### src/rtl/ot_seq_pkg.sv
// Package: shared state encoding and pixel-rate tier table for the
// outstanding-transaction limit sequencer.
// Assumes: tier bounds are listed in ascending order.
package ot_seq_pkg;

    typedef enum logic [3:0] {
        ST_IDLE, ST_CALC, ST_CHECK, ST_LIMCMP,
        ST_CLKSET, ST_LIMWR, ST_HALTRD, ST_HALTSET,
        ST_POLLRD, ST_POLLCHK, ST_WAIT, ST_UNRD,
        ST_UNWR, ST_RELRD, ST_RELWR, ST_DONE
    } seq_state_t;

    localparam int N_TIERS = 3;

    localparam logic [63:0] TIER_BOUND [N_TIERS] = '{
        64'(1088 * 1920 * 30),
        64'(1088 * 1920 * 60),
        64'(3840 * 2160 * 30)
    };

    localparam logic [7:0] TIER_LIMIT [N_TIERS] = '{8'd2, 8'd4, 8'd16};

endpackage

### src/rtl/ot_rate_pick.sv
// Module: picks the transaction limit for a captured request.
// It starts from the per-direction default. When the client is
// non-realtime and the feature is enabled, it replaces that default
// with the first tier whose bound covers the pixel rate.
// Assumes: inputs are stable while calc_en is high; the result is
// registered on that edge and truncated to 8 bits.
module ot_rate_pick
    import ot_seq_pkg::*;
#(
    parameter int W_W        = 16,
    parameter int H_W        = 16,
    parameter int FPS_W      = 8,
    parameter int DEF_RD_LIM = 32,
    parameter int DEF_WR_LIM = 16,
    parameter bit FEAT_EN    = 1'b1
) (
    input  logic             clk,
    input  logic             rst_n,
    input  logic             calc_en,
    input  logic             rd,
    input  logic             nrt,
    input  logic [W_W-1:0]   width,
    input  logic [H_W-1:0]   height,
    input  logic [FPS_W-1:0] fps,
    output logic [7:0]       lim
);

    logic [63:0]        pix_rate;
    logic [N_TIERS-1:0] tier_hit;
    logic [31:0]        base_lim;
    logic [31:0]        pick;

    // Pixel rate at full 64-bit width.
    assign pix_rate = 64'(fps) * 64'(width) * 64'(height);

    // One comparator per tier.
    for (genvar t = 0; t < N_TIERS; t++) begin : g_tier
        assign tier_hit[t] = (pix_rate <= TIER_BOUND[t]);
    end

    // Default for the direction, then the lowest matching tier.
    always_comb begin
        logic found;
        base_lim = rd ? 32'(DEF_RD_LIM) : 32'(DEF_WR_LIM);
        pick     = base_lim;
        found    = 1'b0;
        if (FEAT_EN && nrt && (base_lim != 32'd0)) begin
            for (int t = 0; t < N_TIERS; t++) begin
                if (tier_hit[t] && !found) begin
                    pick  = 32'(TIER_LIMIT[t]);
                    found = 1'b1;
                end
            end
        end
    end

    // Register the truncated limit.
    always_ff @(posedge clk) begin
        if (!rst_n)       lim <= 8'd0;
        else if (calc_en) lim <= pick[7:0];
    end

endmodule

### src/rtl/ot_halt_timer.sv
// Module: microsecond deadline counter for the halt-acknowledge wait.
// It divides the clock by US_CYCLES to form microsecond ticks and
// saturates at TIMEOUT_US.
// Assumes: clr is pulsed when the halt request is raised.
module ot_halt_timer #(
    parameter int US_CYCLES  = 250,
    parameter int TIMEOUT_US = 16384
) (
    input  logic clk,
    input  logic rst_n,
    input  logic clr,
    output logic expired
);

    localparam int PW = $clog2(US_CYCLES + 1);
    localparam int TW = $clog2(TIMEOUT_US + 1);

    logic [PW-1:0] pre_q;
    logic [TW-1:0] us_q;

    assign expired = (us_q >= TW'(TIMEOUT_US));

    // Prescaler and saturating microsecond count.
    always_ff @(posedge clk) begin
        if (!rst_n || clr) begin
            pre_q <= '0;
            us_q  <= '0;
        end else if (!expired) begin
            if (pre_q == PW'(US_CYCLES - 1)) begin
                pre_q <= '0;
                us_q  <= us_q + 1'b1;
            end else begin
                pre_q <= pre_q + 1'b1;
            end
        end
    end

endmodule

### src/rtl/ot_limit_seq.sv
// Module: top of the outstanding-transaction limit sequencer.
// It accepts one request, picks a limit, and skips the request when the
// limit is zero or already programmed. Otherwise it runs the sequence
// clock force, limit write, halt, poll, unhalt, conditional release
// over a register master port.
// Assumes: read data arrives the cycle after reg_rd_en; 2**CID_W <= DATA_W.
module ot_limit_seq
    import ot_seq_pkg::*;
#(
    parameter int CID_W          = 4,
    parameter int W_W            = 16,
    parameter int H_W            = 16,
    parameter int FPS_W          = 8,
    parameter int CSEL_W         = 5,
    parameter int NUM_CLK_SEL    = 17,
    parameter int ADDR_W         = 8,
    parameter int DATA_W         = 32,
    parameter int DEF_RD_LIM     = 32,
    parameter int DEF_WR_LIM     = 16,
    parameter bit FEAT_EN        = 1'b1,
    parameter int US_CYCLES      = 250,
    parameter int TIMEOUT_US     = 16384,
    parameter int POLL_CYCLES    = 16,
    parameter int LIM_RD_BASE    = 'h10,
    parameter int LIM_WR_BASE    = 'h14,
    parameter int HALT_CTRL_ADDR = 'h20,
    parameter int HALT_STAT_ADDR = 'h21,
    parameter int CLKF_BASE      = 'h40
) (
    input  logic              clk,
    input  logic              rst_n,
    input  logic              req_valid,
    output logic              req_ready,
    input  logic [CID_W-1:0]  req_client,
    input  logic              req_rd,
    input  logic              req_nrt,
    input  logic [W_W-1:0]    req_width,
    input  logic [H_W-1:0]    req_height,
    input  logic [FPS_W-1:0]  req_fps,
    input  logic [CSEL_W-1:0] req_clk_sel,
    output logic              reg_rd_en,
    output logic              reg_wr_en,
    output logic [ADDR_W-1:0] reg_addr,
    output logic [DATA_W-1:0] reg_wdata,
    input  logic [DATA_W-1:0] reg_rdata,
    output logic              done,
    output logic              timed_out
);

    localparam int LANES = DATA_W / 8;
    localparam int LW    = $clog2(LANES);
    localparam int SHW   = LW + 3;
    localparam int PCW   = $clog2(POLL_CYCLES + 1);

    seq_state_t        st;
    logic [CID_W-1:0]  cid_q;
    logic              rd_q, nrt_q;
    logic [W_W-1:0]    w_q;
    logic [H_W-1:0]    h_q;
    logic [FPS_W-1:0]  fps_q;
    logic [CSEL_W-1:0] sel_q;
    logic [DATA_W-1:0] word_q;
    logic              forced_q, to_q, final_q;
    logic [PCW-1:0]    poll_q;

    logic [7:0]        lim;
    logic              expired;
    logic              sel_ok;
    logic [SHW-1:0]    sh;
    logic [7:0]        cur_byte;
    logic [ADDR_W-1:0] lim_addr, clkf_addr;
    logic [DATA_W-1:0] halt_bit, lane_mask;
    logic              ack;

    // Limit selection for the captured request.
    ot_rate_pick #(
        .W_W(W_W), .H_W(H_W), .FPS_W(FPS_W),
        .DEF_RD_LIM(DEF_RD_LIM), .DEF_WR_LIM(DEF_WR_LIM), .FEAT_EN(FEAT_EN)
    ) u_pick (
        .clk(clk), .rst_n(rst_n), .calc_en(st == ST_CALC),
        .rd(rd_q), .nrt(nrt_q), .width(w_q), .height(h_q), .fps(fps_q),
        .lim(lim)
    );

    // Deadline for the halt-acknowledge wait.
    ot_halt_timer #(.US_CYCLES(US_CYCLES), .TIMEOUT_US(TIMEOUT_US)) u_tmr (
        .clk(clk), .rst_n(rst_n), .clr(st == ST_HALTSET), .expired(expired)
    );

    // Address, lane and mask helpers for the captured request.
    always_comb begin
        sel_ok    = (sel_q != '0) && (32'(sel_q) < NUM_CLK_SEL);
        sh        = {cid_q[LW-1:0], 3'b000};
        cur_byte  = 8'(reg_rdata >> sh);
        lim_addr  = ADDR_W'(rd_q ? LIM_RD_BASE : LIM_WR_BASE) + ADDR_W'(cid_q >> LW);
        clkf_addr = ADDR_W'(CLKF_BASE) + ADDR_W'(sel_q);
        halt_bit  = DATA_W'(1) << cid_q;
        lane_mask = DATA_W'(8'hFF) << sh;
        ack       = (reg_rdata & halt_bit) != '0;
    end

    // Register master strobes, address and data per state.
    always_comb begin
        reg_rd_en = 1'b0;
        reg_wr_en = 1'b0;
        reg_addr  = '0;
        reg_wdata = '0;
        case (st)
            ST_CHECK:   if (lim != 8'd0) begin reg_rd_en = 1'b1; reg_addr = lim_addr; end
            ST_LIMCMP:  if (cur_byte != lim && sel_ok) begin reg_rd_en = 1'b1; reg_addr = clkf_addr; end
            ST_CLKSET:  begin reg_wr_en = 1'b1; reg_addr = clkf_addr; reg_wdata = reg_rdata | DATA_W'(1); end
            ST_LIMWR:   begin
                reg_wr_en = 1'b1;
                reg_addr  = lim_addr;
                reg_wdata = (word_q & ~lane_mask) | (DATA_W'(lim) << sh);
            end
            ST_HALTRD:  begin reg_rd_en = 1'b1; reg_addr = ADDR_W'(HALT_CTRL_ADDR); end
            ST_HALTSET: begin reg_wr_en = 1'b1; reg_addr = ADDR_W'(HALT_CTRL_ADDR); reg_wdata = reg_rdata | halt_bit; end
            ST_POLLRD:  begin reg_rd_en = 1'b1; reg_addr = ADDR_W'(HALT_STAT_ADDR); end
            ST_UNRD:    begin reg_rd_en = 1'b1; reg_addr = ADDR_W'(HALT_CTRL_ADDR); end
            ST_UNWR:    begin reg_wr_en = 1'b1; reg_addr = ADDR_W'(HALT_CTRL_ADDR); reg_wdata = reg_rdata & ~halt_bit; end
            ST_RELRD:   begin reg_rd_en = 1'b1; reg_addr = clkf_addr; end
            ST_RELWR:   begin reg_wr_en = 1'b1; reg_addr = clkf_addr; reg_wdata = reg_rdata & ~DATA_W'(1); end
            default: ;
        endcase
    end

    assign req_ready = (st == ST_IDLE);
    assign done      = (st == ST_DONE);
    assign timed_out = (st == ST_DONE) && to_q;

    // Sequence state, request capture and status flags.
    always_ff @(posedge clk) begin
        if (!rst_n) begin
            st       <= ST_IDLE;
            cid_q    <= '0;
            rd_q     <= 1'b0;
            nrt_q    <= 1'b0;
            w_q      <= '0;
            h_q      <= '0;
            fps_q    <= '0;
            sel_q    <= '0;
            word_q   <= '0;
            forced_q <= 1'b0;
            to_q     <= 1'b0;
            final_q  <= 1'b0;
            poll_q   <= '0;
        end else begin
            case (st)
                ST_IDLE: if (req_valid) begin
                    cid_q    <= req_client;
                    rd_q     <= req_rd;
                    nrt_q    <= req_nrt;
                    w_q      <= req_width;
                    h_q      <= req_height;
                    fps_q    <= req_fps;
                    sel_q    <= req_clk_sel;
                    forced_q <= 1'b0;
                    to_q     <= 1'b0;
                    final_q  <= 1'b0;
                    st       <= ST_CALC;
                end
                ST_CALC:  st <= ST_CHECK;
                ST_CHECK: st <= (lim == 8'd0) ? ST_DONE : ST_LIMCMP;
                ST_LIMCMP: begin
                    word_q <= reg_rdata;
                    if (cur_byte == lim) st <= ST_DONE;
                    else                 st <= sel_ok ? ST_CLKSET : ST_LIMWR;
                end
                ST_CLKSET: begin
                    forced_q <= ~reg_rdata[0];
                    st       <= ST_LIMWR;
                end
                ST_LIMWR:   st <= ST_HALTRD;
                ST_HALTRD:  st <= ST_HALTSET;
                ST_HALTSET: st <= ST_POLLRD;
                ST_POLLRD:  st <= ST_POLLCHK;
                ST_POLLCHK: begin
                    if (ack) begin
                        st <= ST_UNRD;
                    end else if (final_q) begin
                        to_q <= 1'b1;
                        st   <= ST_UNRD;
                    end else if (expired) begin
                        final_q <= 1'b1;
                        st      <= ST_POLLRD;
                    end else begin
                        poll_q <= '0;
                        st     <= ST_WAIT;
                    end
                end
                ST_WAIT: begin
                    if (poll_q == PCW'(POLL_CYCLES - 1)) st <= ST_POLLRD;
                    else                                  poll_q <= poll_q + 1'b1;
                end
                ST_UNRD:  st <= ST_UNWR;
                ST_UNWR:  st <= forced_q ? ST_RELRD : ST_DONE;
                ST_RELRD: st <= ST_RELWR;
                ST_RELWR: st <= ST_DONE;
                default:  st <= ST_IDLE;
            endcase
        end
    end

endmodule

### config.mk
export PLATFORM = sky130hd
export DESIGN_NAME = ot_limit_seq
export DESIGN_NICKNAME = d
export VERILOG_FILES = /design/src/rtl/ot_seq_pkg.sv /design/src/rtl/ot_rate_pick.sv /design/src/rtl/ot_halt_timer.sv /design/src/rtl/ot_limit_seq.sv
export SDC_FILE = /design/constraint.sdc
export NUM_CORES = 2
export LEC_CHECK = 0
export CAP_MARGIN = 10
export CORE_ASPECT_RATIO = 0.6
export CORE_MARGIN = 2
export CORE_UTILIZATION = 40
export DETAILED_ROUTE_END_ITERATION = 10
export GPL_TIMING_DRIVEN = 1
export PLACE_DENSITY = 0.57
export SLEW_MARGIN = 20
export SYNTH_ARGS = -nofsm -noshare
export SYNTH_HDL_FRONTEND = slang
export SYNTH_SLANG_ARGS = --single-unit
### constraint.sdc
create_clock -name clk -period 11.8 [get_ports clk]
set_input_delay 2.36 -clock clk [delete_from_list [all_inputs] [get_ports clk]]
set_output_delay 2.36 -clock clk [all_outputs]
set_load 0.02 [all_outputs]
==> qor.csv <==
stage;metric;value;unit
synth;Post-synth EDFFs;0;
clocking;CTS tree;done;
timing;Slew Limit Fails;0;
clocking;CTS root buf;clkbuf_16;
place;Final Wtd Congestion;0.936;
place;Area after DPL;25400;um^2
finish;ant diodes;0;
die;Die ar.;59900;um^2
worst_hold_path;Hold Path Sink;word_q[12];
timing;final-report hold violation count;0;
synth;YS warnings;0;
timing;Slew HR;22.1;%
die;IO Pins;131;
critical_path;Worst Setup SP;fps_q[7];
power;Leakage;0.0121;uW
synth;Mapped Nets;3457;
route;Starting DRT DRC Count;1465;
timing;clock skew after layout;0.0211;ns
route;routed wire length;67700;um
global_routing;vias in the first global route;19900;
timing;hold_ws;0.465;ns
critical_path;Crit path arrival time;11.74;ns
clocking;Clock Pin Slew Worst Setup and Hold Paths;0.07;ns
critical_path;most frequent cell on the critical path;fa_1;
clocking;clk_lat worst skew;0.47;ns
worst_hold_path;hold_sp;word_q[12];
die;Starting Density;40.4;%
critical_path;Worst EP required;12.18;ns
finish;Fill cells;5559;
critical_path;Setup CP Type;flip-flop to flip-flop;
route;Met1 Wirelength;34600;um
clocking;CTS buffer count;17;
route;max layer used;met4;
route;DR WL met3;5290;um
synth;synth unique cells;94;
critical_path;R2R cell count;37;
synth;asr flop ratio synth;0;%
worst_hold_path;Hold WC Path Type;flip-flop to flip-flop;
critical_path;Slowest cell on crit path;fa_1;
synth;#FFs+latches synth;122;
worst_hold_path;Hold Path Depth;2;
die;placeable core region;57300;um^2
critical_path;R2R setup slack;0.44;ns
finish;final core utilization;46.0;%
synth;Avg Cell Area, Syn;8.22;um^2
synth;sequential fraction of the synthesis area;10.5;%
finish;nets@finish;3542;
critical_path;Worst Setup End Kind;flip-flop;
critical_path;CP max stage delay;0.55;ns
global_routing;largest net degree at the start of global routing;81;
synth;synthesized area;23200;um^2
place;Post-Place Worst Slack;0.0433;ns
die;row cnt;68;
clocking;CTS max path bufs;2;
outcome;status;finished, final reports clean;
critical_path;RR Startpoint;fps_q[7];
synth;Cells after Synth;2819;
route;routed length per placed instance;18.4;um
timing;endpoints failing setup;0;
place;DP Wirelength;53800;um
timing;final setup margin;0.438;ns
critical_path;FF-to-FF End;u_pick.lim[2];
critical_path;crit path launch type;flip-flop;
die;Die Span Y;190;um
flow_run;Max Cap Viol;0;
clocking;depth of the CTS H-tree;4;
clocking;CTS sink count;122;
route;Routed Antenna Nets;0;
route;DRT Pass-1 Iters;6;
global_routing;GRT Util Overall;23.3;%
finish;layout cells sized above 1;6.62;%
route;Vias;19400;
synth;Main synth FF type;dfxtp_1;
route;Post-route DRC;0;
global_routing;first-pass GRT wire length;110000;um
finish;Final Cell Area;26400;um^2
route;metal2 WL;27400;um
finish;Syn-to-layout area delta;13.8;%
power;pwr dens;95.0;nW/um^2
timing;Worst Tran Pin Value;1.17;ns
power;Max VDD drop;85.0;uV
finish;Seq. cell area;2450;um^2
global_routing;gr ovfl total;0;
route;vias per cell;5.27;
timing;Max Fclk;88.0;MHz
die;die span in x;315;um
finish;area of the multi-input gates;18800;um^2
place;Port Buffer Count;129;
timing;Tcrit/Tclk final;96.3;%
critical_path;CP max FO;15;
timing;Period minus WS final;11.36;ns
global_routing;initial antenna violation count;0;
## cells in the mapped netlist (10+ instances only)
cell type	n	share of area (%)
nand2_1	521	8.4
ha_1	162	8.7
a21oi_1	111	2.4
mux2i_1	14	0.60
o22ai_1	10	0.27
nor2b_1	21	0.57
a22oi_1	11	0.36
o21ai_0	45	0.97
inv_1	436	7.1
or3_1	13	0.35
clkbuf_1	124	2.0
nand4_1	14	0.38
dfxtp_1	122	11
and2_1	252	6.8
a31oi_1	14	0.38
nand3_1	34	0.73
fa_1	390	34
a21o_1	20	0.65
xnor2_1	36	1.4
nand2b_1	13	0.35
o211ai_1	14	0.45
and3_1	22	0.59
a21boi_0	83	2.7
nor2_1	123	2.0
nor3_1	24	0.52
xor2_1	30	1.1
## critical path, delay by kind of cell, from the launching register on
kind	cells	cell delay [ns]
xor gates and xnor gates	1	0.19
DFF	1	0.33
AOI/OAI and AO/OA	11	2.36
adders and majority gates	12	5.83
and+or+nand+nor	7	1.87
buffers and inverters	6	0.71
## sequential cells by signal, summed over array words and instances, names as in the netlist, 5 cells and up
name and cells:
word_q 32, h_q 16, w_q 16, u_tmr.us_q 15
fps_q 8, u_tmr.pre_q 8, poll_q 5, sel_q 5
## metal layers
layer | track usage (%) | vias to the layer above
met5 | 0 | -
met4 | 3.30 | 0
met3 | 5.33 | 44
met2 | 32.7 | 661
met1 | 36.5 | 9702
li1 | - | 9031
## cell families after synthesis
| group | Yosys count | synth area share (%) |
|---|---|---|
| and+or+nand+nor | 1089 | 22.5 |
| muxes | 19 | 1.04 |
| DFF | 122 | 10.5 |
| xor gates and xnor gates | 66 | 2.50 |
| AOI/OAI and AO/OA | 391 | 11.5 |
| adders and majority gates | 552 | 42.4 |
| buffers and inverters | 579 | 9.51 |
| other | 1 | 0.0162 |
## power breakdown
| part | total, uW | switching [uW] | internal [uW] | leakage [uW] |
|---|---|---|---|---|
| clock network | 560 | 245 | 316 | 0.000280 |
| registers | 604 | 147 | 458 | 0.000994 |
| logic | 1340 | 825 | 515 | 0.0108 |
| total | 2500 | 1220 | 1290 | 0.0121 |
## how the worst max path moves through the flow
stage,to,slack [ns],depth (start not counted)
after floorplan,u_pick.lim[2],0.39,41
after global placement,u_pick.lim[2],0.16,42
after detailed placement,u_pick.lim[2],0.04,40
after CTS,u_pick.lim[2],0.007,40
after global routing,u_pick.lim[2],-0.0004,43
final,u_pick.lim[2],0.44,37
## per-stage QoR
| step | total power, uW | instances | TNS (ns) |
|---|---|---|---|
| final | 2500 | 3687 | 0 |
| after global routing | 2690 | 3687 | -0.000357 |
| after CTS | 2480 | 3674 | 0 |
| after detailed placement | 1910 | 3642 | 0 |
| after global placement | 1880 | 3642 | 0 |
| after floorplan | 1420 | 2819 | 0 |
## area by class of cell
cell class	instances	share of cell area, %
clock buffers	18	1.63
well taps	770	3.66
multi-input cells	2119	71.3
repair buffers	208	7.27
clock inverters	14	0.622
flip-flops and latches	122	9.31
inverters	436	6.21
## repair_timing
action,CTS,global route
endpoints found under the setup margin,0,4
hold endpoints to repair,0,0
resized for setup,0,55
setup buffers,0,12
hold buffers,0,0
## cells in the final DEF, fill, tap and decap left out, types with 11 or more instances in the layout
cell	count
nand2_1	520
inv_1	436
fa_1	388
and2_1	252
ha_1	154
clkdlybuf4s50_1	128
nor2_1	121
dfxtp_1	114
a21oi_1	101
a21boi_0	83
buf_4	74
o21ai_0	42
nand3_1	34
xor2_1	30
xnor2_1	26
nor3_1	23
and3_1	22
nor2b_1	21
a21o_1	20
clkbuf_16	17
mux2i_1	14
a31oi_1	14
o211ai_1	14
nand4_1	14
nand2b_1	13
or3_1	13
a22oi_1	11
(Power assumes the default switching activity.)
